===== src/rtl/cmd_status_pkg.sv =====
package cmd_status_pkg;
  localparam int CMD_BITS = 4;   // reset, control filled, bulk filled, ownership
  localparam int RST_IDX  = 0;   // software set of this bit beats a clear
  localparam int CNT_W    = 2;
  localparam int CNT_POS  = 16;  // count field position in the word

  typedef struct packed {
    logic [CMD_BITS-1:0] setMask;  // resolved set strobes
    logic [CMD_BITS-1:0] clrMask;  // resolved clear strobes
    logic                cntInc;   // advance overrun count
  } strobe_t;
endpackage


===== src/rtl/cmd_status_ctrl.sv =====
module cmd_status_ctrl
  import cmd_status_pkg::*;
#(
  parameter int ADDR_W     = 8,
  parameter int DATA_W     = 32,
  parameter logic [ADDR_W-1:0] REG_OFFSET = 'h08
) (
  input  logic [ADDR_W-1:0]   regAddr,
  input  logic [DATA_W-1:0]   regWrData,
  input  logic                regWrEn,
  input  logic [CMD_BITS-1:0] hwClr,
  input  logic                ovrPulse,
  output logic                addrHit,
  output strobe_t             strobes
);
  logic                wrHit;
  logic [CMD_BITS-1:0] rawSet;
  logic                unusedWrBits;

  assign addrHit      = (regAddr == REG_OFFSET);
  assign wrHit        = regWrEn && addrHit;
  assign rawSet       = wrHit ? regWrData[CMD_BITS-1:0] : '0;
  assign unusedWrBits = ^regWrData[DATA_W-1:CMD_BITS];

  // Priority per bit: the clear wins, except on the reset bit.
  for (genvar i = 0; i < CMD_BITS; i++) begin : g_prio
    if (i == RST_IDX) begin : g_rst
      assign strobes.setMask[i] = rawSet[i];
      assign strobes.clrMask[i] = hwClr[i] && !rawSet[i];
    end else begin : g_cmd
      assign strobes.setMask[i] = rawSet[i] && !hwClr[i];
      assign strobes.clrMask[i] = hwClr[i];
    end
  end

  assign strobes.cntInc = ovrPulse;
endmodule


===== src/rtl/cmd_status_dp.sv =====
module cmd_status_dp
  import cmd_status_pkg::*;
#(
  parameter int DATA_W = 32
) (
  input  logic                clk,
  input  logic                rstN,
  input  strobe_t             strobes,
  input  logic                addrHit,
  output logic [DATA_W-1:0]   rdWord,
  output logic [CMD_BITS-1:0] cmdBits,
  output logic                ovrFlag
);
  logic [CNT_W-1:0] ovrCount;

  always_ff @(posedge clk) begin
    if (!rstN) begin
      cmdBits  <= '0;
      ovrCount <= '0;
      ovrFlag  <= 1'b0;
    end else begin
      cmdBits  <= (cmdBits & ~strobes.clrMask) | strobes.setMask;
      ovrCount <= ovrCount + CNT_W'(strobes.cntInc);  // wraps naturally
      ovrFlag  <= strobes.cntInc;
    end
  end

  always_comb begin
    rdWord = '0;
    if (addrHit) begin
      rdWord[CMD_BITS-1:0]          = cmdBits;
      rdWord[CNT_POS+:CNT_W]        = ovrCount;
    end
  end

  // Count steps by one per pulse and holds otherwise.
  assert_count_step_R5: assert property (@(posedge clk) disable iff (!rstN)
    strobes.cntInc |=> ovrCount == CNT_W'($past(ovrCount) + 1'b1));
  assert_count_hold_R9: assert property (@(posedge clk) disable iff (!rstN)
    !strobes.cntInc |=> $stable(ovrCount));
  assert_flag_follows_R6: assert property (@(posedge clk) disable iff (!rstN)
    strobes.cntInc |=> ovrFlag);
  assert_flag_single_R6: assert property (@(posedge clk) disable iff (!rstN)
    !strobes.cntInc |=> !ovrFlag);

  for (genvar i = 0; i < CMD_BITS; i++) begin : g_chk
    assert_sticky_R2: assert property (@(posedge clk) disable iff (!rstN)
      (cmdBits[i] && !strobes.clrMask[i]) |=> cmdBits[i]);
    if (i == RST_IDX) begin : g_rst
      assert_reset_set_wins_R8: assert property (@(posedge clk) disable iff (!rstN)
        strobes.setMask[i] |=> cmdBits[i]);
    end else begin : g_cmd
      assert_clear_wins_R7: assert property (@(posedge clk) disable iff (!rstN)
        strobes.clrMask[i] |=> !cmdBits[i]);
    end
  end
endmodule


===== src/rtl/cmd_status_reg.sv =====
module cmd_status_reg
  import cmd_status_pkg::*;
#(
  parameter int ADDR_W = 8,
  parameter int DATA_W = 32,
  parameter logic [ADDR_W-1:0] REG_OFFSET = 'h08
) (
  input  logic                clk,
  input  logic                rstN,
  input  logic [ADDR_W-1:0]   regAddr,
  input  logic [DATA_W-1:0]   regWrData,
  input  logic                regWrEn,
  output logic [DATA_W-1:0]   regRdData,
  input  logic [CMD_BITS-1:0] hwClr,
  input  logic                ovrPulse,
  output logic                ovrFlag,
  output logic [CMD_BITS-1:0] cmdOut
);
  strobe_t strobes;
  logic    addrHit;

  cmd_status_ctrl #(.ADDR_W(ADDR_W), .DATA_W(DATA_W), .REG_OFFSET(REG_OFFSET)) ctrl_i (
    .regAddr(regAddr), .regWrData(regWrData), .regWrEn(regWrEn),
    .hwClr(hwClr), .ovrPulse(ovrPulse), .addrHit(addrHit), .strobes(strobes)
  );

  cmd_status_dp #(.DATA_W(DATA_W)) dp_i (
    .clk(clk), .rstN(rstN), .strobes(strobes), .addrHit(addrHit),
    .rdWord(regRdData), .cmdBits(cmdOut), .ovrFlag(ovrFlag)
  );

  // Reserved bits never read as one.
  assert_reserved_zero_R3: assert property (@(posedge clk) disable iff (!rstN)
    (regRdData & ~(DATA_W'({CNT_W{1'b1}}) << CNT_POS) & ~DATA_W'({CMD_BITS{1'b1}})) == '0);
endmodule


===== config.mk =====
export PLATFORM = sky130hd
export DESIGN_NAME = cmd_status_reg
export DESIGN_NICKNAME = d
export VERILOG_FILES = /design/src/rtl/cmd_status_pkg.sv /design/src/rtl/cmd_status_ctrl.sv /design/src/rtl/cmd_status_dp.sv /design/src/rtl/cmd_status_reg.sv
export SDC_FILE = /design/constraint.sdc
export NUM_CORES = 1
export LEC_CHECK = 0
export BUFFER_PORTS_ARGS = -buffer_cell sky130_fd_sc_hd__buf_2
export CORE_ASPECT_RATIO = 1.1
export CORE_MARGIN = 2
export CORE_UTILIZATION = 30
export CTS_BUF_LIST = sky130_fd_sc_hd__clkbuf_16
export DETAILED_ROUTE_END_ITERATION = 6
export PLACE_DENSITY = 0.83
export SLEW_MARGIN = 40
export SYNTH_ARGS = -nofsm -noshare
export SYNTH_HDL_FRONTEND = slang
export SYNTH_SLANG_ARGS = --single-unit

===== constraint.sdc =====
create_clock -name clk -period 1.5 [get_ports clk]
set_input_delay 0.3 -clock clk [delete_from_list [all_inputs] [get_ports clk]]
set_output_delay 0.3 -clock clk [all_outputs]
set_load 0.05 [all_outputs]

==> impl_results.md, run 1 <==
- Area Overhead vs Synth: 52.49%
- VDD IR max: 755.2 uV
- Worst R2R Setup Slack: 0.61 ns
- Total GRT Usage: 0.09781
- Crit path launch: regAddr[0]
- Vias in the first global route: 431
- Pwr Density: 1011 nW/um^2
- CP Data Required Time: 1.20 ns
- Status: finished clean
- Die Footprint: 2203 um^2
- Final Cycle Share: 0.9712
- Post-route ant nets: 0
- Synth Instances: 63
- Initial antenna violation count: 0
- Top Ports: 85
- Worst setup SP type: input port
- Max cap viols: 0
- Final GP Congestion: 0.7534
- Clock sinks: 7
- Row cnt: 16
- Detail-routed via count per cell: 4.000
- WL per Instance: 9.200 um
- First DRT Iteration DRCs: 1
- Syn_area_per_cell: 8.778 um^2
- Effective utilization at floorplan: 0.3139
- Final Hold Fails: 0
- Routed WL: 1.104 mm
- H-tree depth: 1
- Worst r2r src: dp_i.ovrCount[0]$_SDFF_PN0_
- IO Port Bufs: 30
- Num CTS Buffers: 3
- Crit path to: regRdData[3]
- Final min period: 1.457 ns
- Synth warn: 0
- Clk_skew: 0.0002804 ns
- Crit-path max FO: 7
- HPWL after DPL: 917.6 um
- Clk_lat worst skew: 0.23 ns
- Tot Pwr: 852.3 uW
- Pleak: 0.0004396 uW
- Reg2Reg Depth: 3
- Total number of vias: 480
- Number of nets in the layout: 152
- CTS tree: yes
- Fin area: 843.3 um^2
- Register area share after synthesis: 0.2534
- Antenna diodes: 0
- Die height: 49.03 um
- Post-DP Area: 639.4 um^2
- Most common cell after layout, fill and taps aside: conb_1
- Most frequent cells in the layout: conb_1 (26), buf_2 (22), dfxtp_1 (7)
- Largest net degree at the start of global routing: 9
- GRT overflow: 0
- Dpl ws: -0.1029 ns
- Max clock buf depth: 2
- # setup viols final: 0
- Global-route wire length before repair: 1.642 mm
- Synthesized cell area: 553.0 um^2
- Post-synth cell types: 15
- Fmax: 686.4 MHz
- FF+latch area: 140.1 um^2
- Hold-fix buffers, CTS: 0
- Drt drc: 0
- RR Endpoint: dp_i.ovrCount[1]$_SDFF_PN0_
- Max Slew Vio Count: 0
- Ratio of cells with drive above 1 in the final layout: 0.4706
- Clk slew on worst S/H paths: 0.03 ns
- Core Footprint: 1762 um^2
- CP arrival: 1.16 ns
- CP Capture Type: output port
- Final worst setup slack: 0.04316 ns
- Root Driver: clkbuf_16
- Seq cells post-synth: 7
- Hold Crit Class: in -> reg
- First-pass DRT Iterations: 4
- Multi-input gate area: 334.1 um^2
- Critical path class: in -> out
- Die X: 44.94 um
- Layout fillers: 174
-- kinds of logic (layout without fill, tap and decap cells) --
| kind of cell | after synthesis | after routing | synth area share |
|---|---|---|---|
| compound gates | 4 | 4 | 0.03620 |
| xor+xnor | 1 | 1 | 0.01584 |
| fa+ha+maj | 1 | 1 | 0.02262 |
| buf+inv | 26 | 40 | 0.3529 |
| flops | 7 | 7 | 0.2534 |
| other cells | 1 | 26 | 0.006781 |
| simple gates | 23 | 23 | 0.3122 |
-- cell usage after synthesis --
cell      count  area, um^2
ha_1          1       12.51
nor2b_1       3       18.77
dfxtp_1       7       140.1
nand3_1       4       20.02
and2_1        3       18.77
buf_4        26       195.2
nand3b_1      1       7.510
and3_2        6       45.04
xor2_1        1       8.760
nand2_2       1       6.260
nor4_4        1       21.27
conb_1        1       3.750
nand2_1       3       11.26
o21ai_1       4       20.02
nor4b_4       1       23.77
-- state kept, by name, summed over array words and instances, names as in the netlist --
| signal | count |
|---|---|
| dp_i.ovrCount | 2 |
| dp_i.cmdBits | 4 |
| dp_i.ovrFlag | 1 |
-- what timing repair did --
item                       in CTS  in global routing
hold endpoints to repair        0                  0
setup endpoints to repair       6                  6
pin swaps                       2                  4
buffers inserted                4                  0
gates resized for setup        16                 10
-- worst max-delay path: stages --
cell	delay [ns]
buf_2	0.11
nor4b_4	0.23
buf_4	0.18
and3_4	0.19
buf_8	0.14
-- worst min path at each step --
stage,depth (start not counted),end,start
2_1_floorplan,1,dp_i.ovrCount[0]$_SDFF_PN0_,rstN
3_3_place_gp,2,dp_i.cmdBits[2]$_SDFF_PN0_,dp_i.cmdBits[2]$_SDFF_PN0_
3_5_place_dp,2,dp_i.cmdBits[2]$_SDFF_PN0_,dp_i.cmdBits[2]$_SDFF_PN0_
4_1_cts,2,dp_i.ovrFlag$_SDFF_PN0_,ovrPulse
5_1_grt,2,dp_i.ovrFlag$_SDFF_PN0_,ovrPulse
6_report,2,dp_i.ovrFlag$_SDFF_PN0_,ovrPulse
-- layer usage --
layer | global-route usage | vias to the layer above | routed length (um)
li1 | - | 236 | -
met3 | 0.01481 | 2 | 123
met1 | 0.1066 | 207 | 394
met5 | 0 | - | 0
met4 | 0.05882 | 0 | 17
met2 | 0.1690 | 35 | 569
-- metrics by stage --
stage	hold WS (ns)	util	setup TNS (ns)	instances
floorplan	0.4217	-	0	88
global placement	0.4463	0.3629	-0.3542	112
detailed placement	0.4638	0.3629	-0.5891	112
CTS	0.2979	0.4545	0	120
global route	0.3220	0.4787	-0.001696	120
finish	0.2999	0.4787	0	120
-- cell type report --
type / instances / share of cell area
Timing Repair Buffer: 36 / 0.3175
Sequential cell: 7 / 0.1662
Tap cell: 18 / 0.02671
Clock inverter: 1 / 0.004451
Multi-Input combinational cell: 55 / 0.3961
Clock buffer: 3 / 0.08902
-- report_power, final --
group / internal, uW / switching, uW
sequential: 194 / 3.42
clock: 346 / 96.4
combinational: 39.8 / 172
Power figures use the tool's default switching activity.
==> run 2: changes to the inputs <==
--- a/config.mk
+++ b/config.mk
@@ -6,12 +6,13 @@
 export NUM_CORES = 1
 export LEC_CHECK = 0
 export BUFFER_PORTS_ARGS = -buffer_cell sky130_fd_sc_hd__buf_2
+export CELL_PAD_IN_SITES_DETAIL_PLACEMENT = 1
+export CELL_PAD_IN_SITES_GLOBAL_PLACEMENT = 1
 export CORE_ASPECT_RATIO = 1.1
 export CORE_MARGIN = 2
-export CORE_UTILIZATION = 30
-export CTS_BUF_LIST = sky130_fd_sc_hd__clkbuf_16
+export CORE_UTILIZATION = 18
 export DETAILED_ROUTE_END_ITERATION = 6
-export PLACE_DENSITY = 0.83
+export PLACE_DENSITY_LB_ADDON = 0.1
 export SLEW_MARGIN = 40
 export SYNTH_ARGS = -nofsm -noshare
 export SYNTH_HDL_FRONTEND = slang
==> run 2 against run 1 <==
Effect of this change: count of clock-buffer cells in the layout grew 1; register-to-register slack about the same; routed wire length up 25%; combinational power rose by 3%; core utilization fell by 20 points; flip-flop and latch count stayed put; sequential share of layout area is 0.22 points higher; clock skew about the same; first-iteration DRC count unchanged.
==> impl_results.md, run 2 (synthesis gave the netlist of run 1 again) <==
- Detail-routed via count per cell: 3.536 (-12%)
- # setup viols final: 0 (unchanged)
- Row cnt: 21 (+5)
- Crit path launch: regAddr[0]
- Dpl ws: -0.1305 ns (-0.02755 ns)
- Largest regs: dp_i.cmdBits x4, dp_i.ovrCount x2, dp_i.ovrFlag x1
- CTS tree: yes
- Crit-path max FO: 7 (unchanged)
- Crit path cell chain: buf_2 > nor4b_4 > buf_4 > and3_4 > buf_8
- IO Port Bufs: 30 (unchanged)
- Status: finished clean
- Max clock buf depth: 2 (unchanged)
- Largest net degree at the start of global routing: 9 (unchanged)
- Worst setup SP type: input port
- Clk_skew: 0.0001171 ns (-0.0001633 ns)
- Slowest cell on the critical path: nor4b_4
- Most flops, register: dp_i.cmdBits
- Max reg flops: 4 (unchanged)
- Max cap viols: 0 (unchanged)
- Final GP Congestion: 0.6445 (-14%)
- Max Slew Vio Count: 0 (unchanged)
- Initial antenna violation count: 0 (unchanged)
- Pwr Density: 702.3 nW/um^2 (-31%)
- Worst path depth: 5 (unchanged)
- VDD IR max: 216.7 uV (-71%)
- Most common cell after layout, fill and taps aside: conb_1
- Final Cycle Share: 0.9808 (+0.009599)
- Final min period: 1.471 ns (+0.01440 ns)
- Hold_ws: 0.2735 ns (-0.02637 ns)
- Die Footprint: 3532 um^2 (+60%)
- WL per Instance: 10.00 um (+8.7%)
- Root Driver: clkbuf_4
- Top Ports: 85 (unchanged)
- HPWL after DPL: 1.047 mm (+14%)
- Number of nets in the layout: 154 (+1.3%)
- Area Overhead vs Synth: 50.45%
- Reg2Reg Depth: 3 (unchanged)
- Fmax: 679.7 MHz (-0.98%)
- Total number of vias: 488 (+1.7%)
- Critical path class: in -> out
- GRT overflow: 0 (unchanged)
- Clk slew on worst S/H paths: 0.05 ns (+0.02 ns)
- Num CTS Buffers: 3 (unchanged)
- Ratio of cells with drive above 1 in the final layout: 0.4808 (+0.01018)
- Total GRT Usage: 0.07276 (-0.02505)
- Final Hold Fails: 0 (unchanged)
- RSZ-0062 raised after global routing: true
- First-pass DRT Iterations: 2 (-2)
- RR Endpoint: dp_i.ovrCount[1]$_SDFF_PN0_
- Routed WL: 1.380 mm (+25%)
- Die height: 62.14 um (+27%)
- Post-route ant nets: 0 (unchanged)
- Vias in the first global route: 388 (-10%)
- Pleak: 0.0004251 uW (-3.3%)
- H-tree depth: 1 (unchanged)
- Core Footprint: 2995 um^2 (+70%)
- Critical Path Max Stage Delay: 0.24 ns (about the same)
- Clk_lat worst skew: 0.25 ns (+0.02 ns)
- Drt drc: 0 (unchanged)
- Buf+Inv Stages, Crit Path: 3 (unchanged)
- Global-route wire length before repair: 1.959 mm (+19%)
- CP Capture Type: output port
- Crit path to: regRdData[3]
- Worst R2R Setup Slack: 0.60 ns (about the same)
- Antenna diodes: 0 (unchanged)
- Most frequent cells in the layout: conb_1 (26), buf_2 (21), buf_4 (8), dfxtp_1 (7)
- First DRT Iteration DRCs: 1 (unchanged)
- CP arrival: 1.17 ns (about the same)
- CP Data Required Time: 1.20 ns (about the same)
- Effective utilization at floorplan: 0.1846 (-0.1293)
- Clock sinks: 7 (unchanged)
- Hold Crit Class: in -> reg
- Fin Setup TNS: 0 ns (unchanged)
- Die X: 56.85 um (+27%)
- Worst r2r src: dp_i.ovrCount[0]$_SDFF_PN0_
- Final worst setup slack: 0.02877 ns (-0.01440 ns)
- Crit path max-delay family: buffers and inverters
## run 2: cell types whose count changed in the layout (fill, tap and decap cells not counted), sizes merged
| cell | delta |
|---|---|
| buf | +2 |
| clkbuf | +1 |
| inv | -1 |
## run 2: worst register-to-register path, cell delays in order, from the launching register on
cell     delay [ns]
dfxtp_1        0.31
ha_1           0.19
xor2_1         0.15
and2_1         0.14
## run 2: through the flow
stage | total power (uW) | area, um^2 | util | std cells
2_1_floorplan | 418.1 | 646.9 | - | 88
3_3_place_gp | 405.3 | 659.4 | 0.2201 | 128
3_5_place_dp | 405.7 | 659.4 | 0.2201 | 128
4_1_cts | 582.5 | 760.7 | 0.2540 | 136
5_1_grt | 624.1 | 832.0 | 0.2778 | 138
6_report | 584.4 | 832.0 | 0.2778 | 138
## run 2: layer usage
layer / global-route usage / vias up / share of wire
met2: 0.1090 / 37 / 0.49
met1: 0.08999 / 210 / 0.40
met3: 0.01667 / 2 / 0.096
li1: - / 239 / -
met5: 0 / - / 0
met4: 0.05233 / 0 / 0.014
## run 2: how the worst min path moves through the flow
stage | from | endpoint | cells past startpoint
finish | ovrPulse | dp_i.ovrFlag$_SDFF_PN0_ | 2
global route | ovrPulse | dp_i.ovrFlag$_SDFF_PN0_ | 2
CTS | ovrPulse | dp_i.ovrFlag$_SDFF_PN0_ | 2
detailed placement | dp_i.cmdBits[3]$_SDFF_PN0_ | dp_i.cmdBits[3]$_SDFF_PN0_ | 2
global placement | dp_i.cmdBits[2]$_SDFF_PN0_ | dp_i.cmdBits[2]$_SDFF_PN0_ | 2
floorplan | rstN | dp_i.ovrCount[0]$_SDFF_PN0_ | 1
## run 2: layout make-up
class,count,area [um^2]
tap,34,42.54
timing repair buffer,38,289.0
clock buffer,4,26.28
sequential,7,140.1
fill,373,2163
multi-input combinational,55,334.1
## run 2: power by group
part | internal, uW | switching [uW]
clock network | 101 | 68.1
logic | 43.1 | 175
registers | 193 | 3.40
## run 2: timing repair
item | in CTS | in global routing
endpoints found under the hold margin | 0 | 0
hold buffers | 0 | 0
buffers inserted | 4 | 2
resized for setup | 14 | 13
setup endpoints to repair | 6 | 6
pin swaps | 2 | 6
==> run 3: changes to the inputs <==
--- a/config.mk
+++ b/config.mk
@@ -10,7 +10,7 @@
 export CELL_PAD_IN_SITES_GLOBAL_PLACEMENT = 1
 export CORE_ASPECT_RATIO = 1.1
 export CORE_MARGIN = 2
-export CORE_UTILIZATION = 18
+export CORE_UTILIZATION = 15
 export DETAILED_ROUTE_END_ITERATION = 6
 export PLACE_DENSITY_LB_ADDON = 0.1
 export SLEW_MARGIN = 40
==> constraint.sdc (replaced) <==
create_clock -name clk -period 1.3 [get_ports clk]
set_input_delay 0.26 -clock clk [delete_from_list [all_inputs] [get_ports clk]]
set_output_delay 0.26 -clock clk [all_outputs]
set_load 0.05 [all_outputs]
==> run 3 against run 2 <==
Effect of this change: cell count is 10% higher; first-iteration DRC count increased to 5.0 times the previous value; via count down 0.61%; routed wire length rose by 7.9%; the flow now finishes with violations (setup timing); highest routed layer unchanged; largest power group is now the clock network; critical path depth unchanged; count of clock-buffer cells in the layout did not move; core utilization is 3.6 points lower; sequential power up 16%; clock skew is essentially flat; cell area rose by 4.7%; flip-flop and latch count unchanged.
==> impl_results.md, run 3 (synthesis gave the netlist of run 1 again) <==
- Status: finished, violations left
- Failing checks: setup timing
- Total number of vias: 485 (-0.61%)
- Effective utilization at floorplan: 0.1537 (-0.03089)
- Die height: 67.68 um (+8.9%)
- CP Capture Type: output port
- Clk slew on worst S/H paths: 0.04 ns (about the same)
- Drt drc: 0 (unchanged)
- Total GRT Usage: 0.06946 (-0.003303)
- Crit-path max FO: 7 (unchanged)
- Multi-input gate area: 334.1 um^2 (unchanged)
- # setup viols final: 6 (+6)
- Clk_skew: 0.0001868 ns (+0.00006967 ns)
- Antenna diodes: 0 (unchanged)
- Final Cycle Share: 1.061
- DRT met1 WL: 530 um (-4.5%)
- Largest regs: dp_i.cmdBits x4, dp_i.ovrCount x2, dp_i.ovrFlag x1
- WL per Instance: 9.796 um (-2.0%)
- Die X: 61.90 um (+8.9%)
- Final Hold Fails: 0 (unchanged)
- Max reg flops: 4 (unchanged)
- Critical path class: in -> out
- Reg2Reg Depth: 3 (unchanged)
- CTS tree: yes
- HPWL after DPL: 1.202 mm (+15%)
- Clock sinks: 7 (unchanged)
- H-tree depth: 1 (unchanged)
- Largest net degree at the start of global routing: 9 (unchanged)
- Fmax: 724.8 MHz
- Most common cell after layout, fill and taps aside: conb_1
- Core Footprint: 3597 um^2 (+20%)
- Final core occ: 0.2421 (-0.03569)
- Worst r2r src: dp_i.ovrCount[0]$_SDFF_PN0_
- Clk_lat worst skew: 0.23 ns (-0.02 ns)
- Hold path startpoint: ovrPulse
- RSZ-0062 raised after global routing: true
- Area Overhead vs Synth: 57.47%
- Crit path launch: regAddr[6]
- First DRT Iteration DRCs: 5 (+4)
- Fin Setup TNS: -0.4671 ns (-0.4671 ns)
- First-pass DRT Iterations: 2 (unchanged)
- VDD IR max: 201.7 uV (-6.9%)
- Most flops, register: dp_i.cmdBits
- Final GP Congestion: 0.6436 (-0.14%)
- Hold Crit Class: in -> reg
- Vias in the first global route: 448 (+15%)
- Global-route wire length before repair: 1.952 mm (-0.36%)
- Pwr Density: 905.0 nW/um^2 (+29%)
- GRT overflow: 0 (unchanged)
- Post-route ant nets: 0 (unchanged)
- Top Ports: 85 (unchanged)
- Final worst setup slack: -0.07968 ns (-0.1084 ns)
- CP Data Required Time: 1.04 ns (-0.16 ns)
- Max cap viols: 0 (unchanged)
- Max clock buf depth: 2 (unchanged)
- Die Footprint: 4189 um^2 (+19%)
- Worst Hold Path Cells: 2 (unchanged)
- Initial antenna violation count: 0 (unchanged)
- Ratio of cells with drive above 1 in the final layout: 0.5098 (+0.02903)
- Worst setup SP type: input port
- IO Port Bufs: 30 (unchanged)
- Max layer used: met4
- CP arrival: 1.12 ns (-0.05 ns)
- FF+latch area: 145.1 um^2 (+3.6%)
- Num CTS Buffers: 3 (unchanged)
- Root Driver: clkbuf_8
- Routed WL: 1.489 mm (+7.9%)
- Row cnt: 23 (+9.5%)
- Wire length on met3: 175 um (+32%)
- Layout fillers: 442 (+18%)
- Final min period: 1.380 ns
- Max Slew Vio Count: 0 (unchanged)
- Detail-routed via count per cell: 3.191 (-9.8%)
- Most frequent cells in the layout: conb_1 (26), buf_2 (20), and3_4 (6), buf_8 (6)
- Pleak: 0.0004271 uW (+0.46%)
- Metal2 WL: 752 um (+12%)
- Number of nets in the layout: 152 (-1.3%)
[run 3: cell count changes in the layout (fill, tap and decap cells not counted)]
cell / before / now
clkbuf_4: 3 / 0
clkbuf_8: 0 / 3
buf_2: 21 / 20
dfxtp_1: 7 / 3
buf_4: 8 / 5
buf_6: 3 / 5
dfxtp_2: 0 / 4
[run 3: worst paths after layout]
check	to	slack, ns
hold reg to reg	dp_i.cmdBits[2]$_SDFF_PN0_	0.46
setup / recovery	regRdData[0]	-0.08
setup reg to reg	dp_i.ovrCount[1]$_SDFF_PN0_	0.39
hold / removal	dp_i.ovrFlag$_SDFF_PN0_	0.26
[run 3: through the flow]
| step | worst slack, ns | cells | hold WS [ns] | total power (uW) | instance area (um^2) |
|---|---|---|---|---|---|
| 2_1_floorplan | 0.03508 | 88 | 0.3817 | 482.3 | 651.9 |
| 3_3_place_gp | -0.2702 | 144 | 0.4401 | 467.5 | 684.4 |
| 3_5_place_dp | -0.2607 | 144 | 0.4506 | 469.3 | 684.4 |
| 4_1_cts | -0.07398 | 152 | 0.2570 | 801.2 | 860.8 |
| 5_1_grt | -0.1119 | 152 | 0.2594 | 831.2 | 870.8 |
| 6_report | -0.07968 | 152 | 0.2589 | 788.1 | 870.8 |
[run 3: metal layers]
layer	track usage	up-vias
met5	0	-
met4	0.06383	0
met3	0.01916	2
met2	0.1211	36
met1	0.06264	214
li1	-	233
[run 3: cell type report]
| class | instances | area share |
|---|---|---|
| clock buffer | 4 | 0.05172 |
| multi-input combinational | 55 | 0.3836 |
| sequential | 7 | 0.1667 |
| tap | 50 | 0.07184 |
| timing repair buffer | 36 | 0.3261 |
[run 3: power by group]
| part | total, uW | internal (uW) | switching [uW] |
|---|---|---|---|
| Clock | 307 | 212 | 94.6 |
| Sequential | 227 | 223 | 3.94 |
| Combinational | 254 | 50.4 | 204 |
| Total | 788 | 486 | 302 |
[run 3: what timing repair did]
action,4_1_cts,5_1_grt
pin swaps,8,1
hold buffers,0,0
resized for setup,27,2
setup buffers,4,0
setup endpoints to repair,6,6
[run 3: critical path, stage by stage]
cell and delay [ns]:
buf_6 0.10, nor4_4 0.25, buf_4 0.18, and3_4 0.19, buf_8 0.14
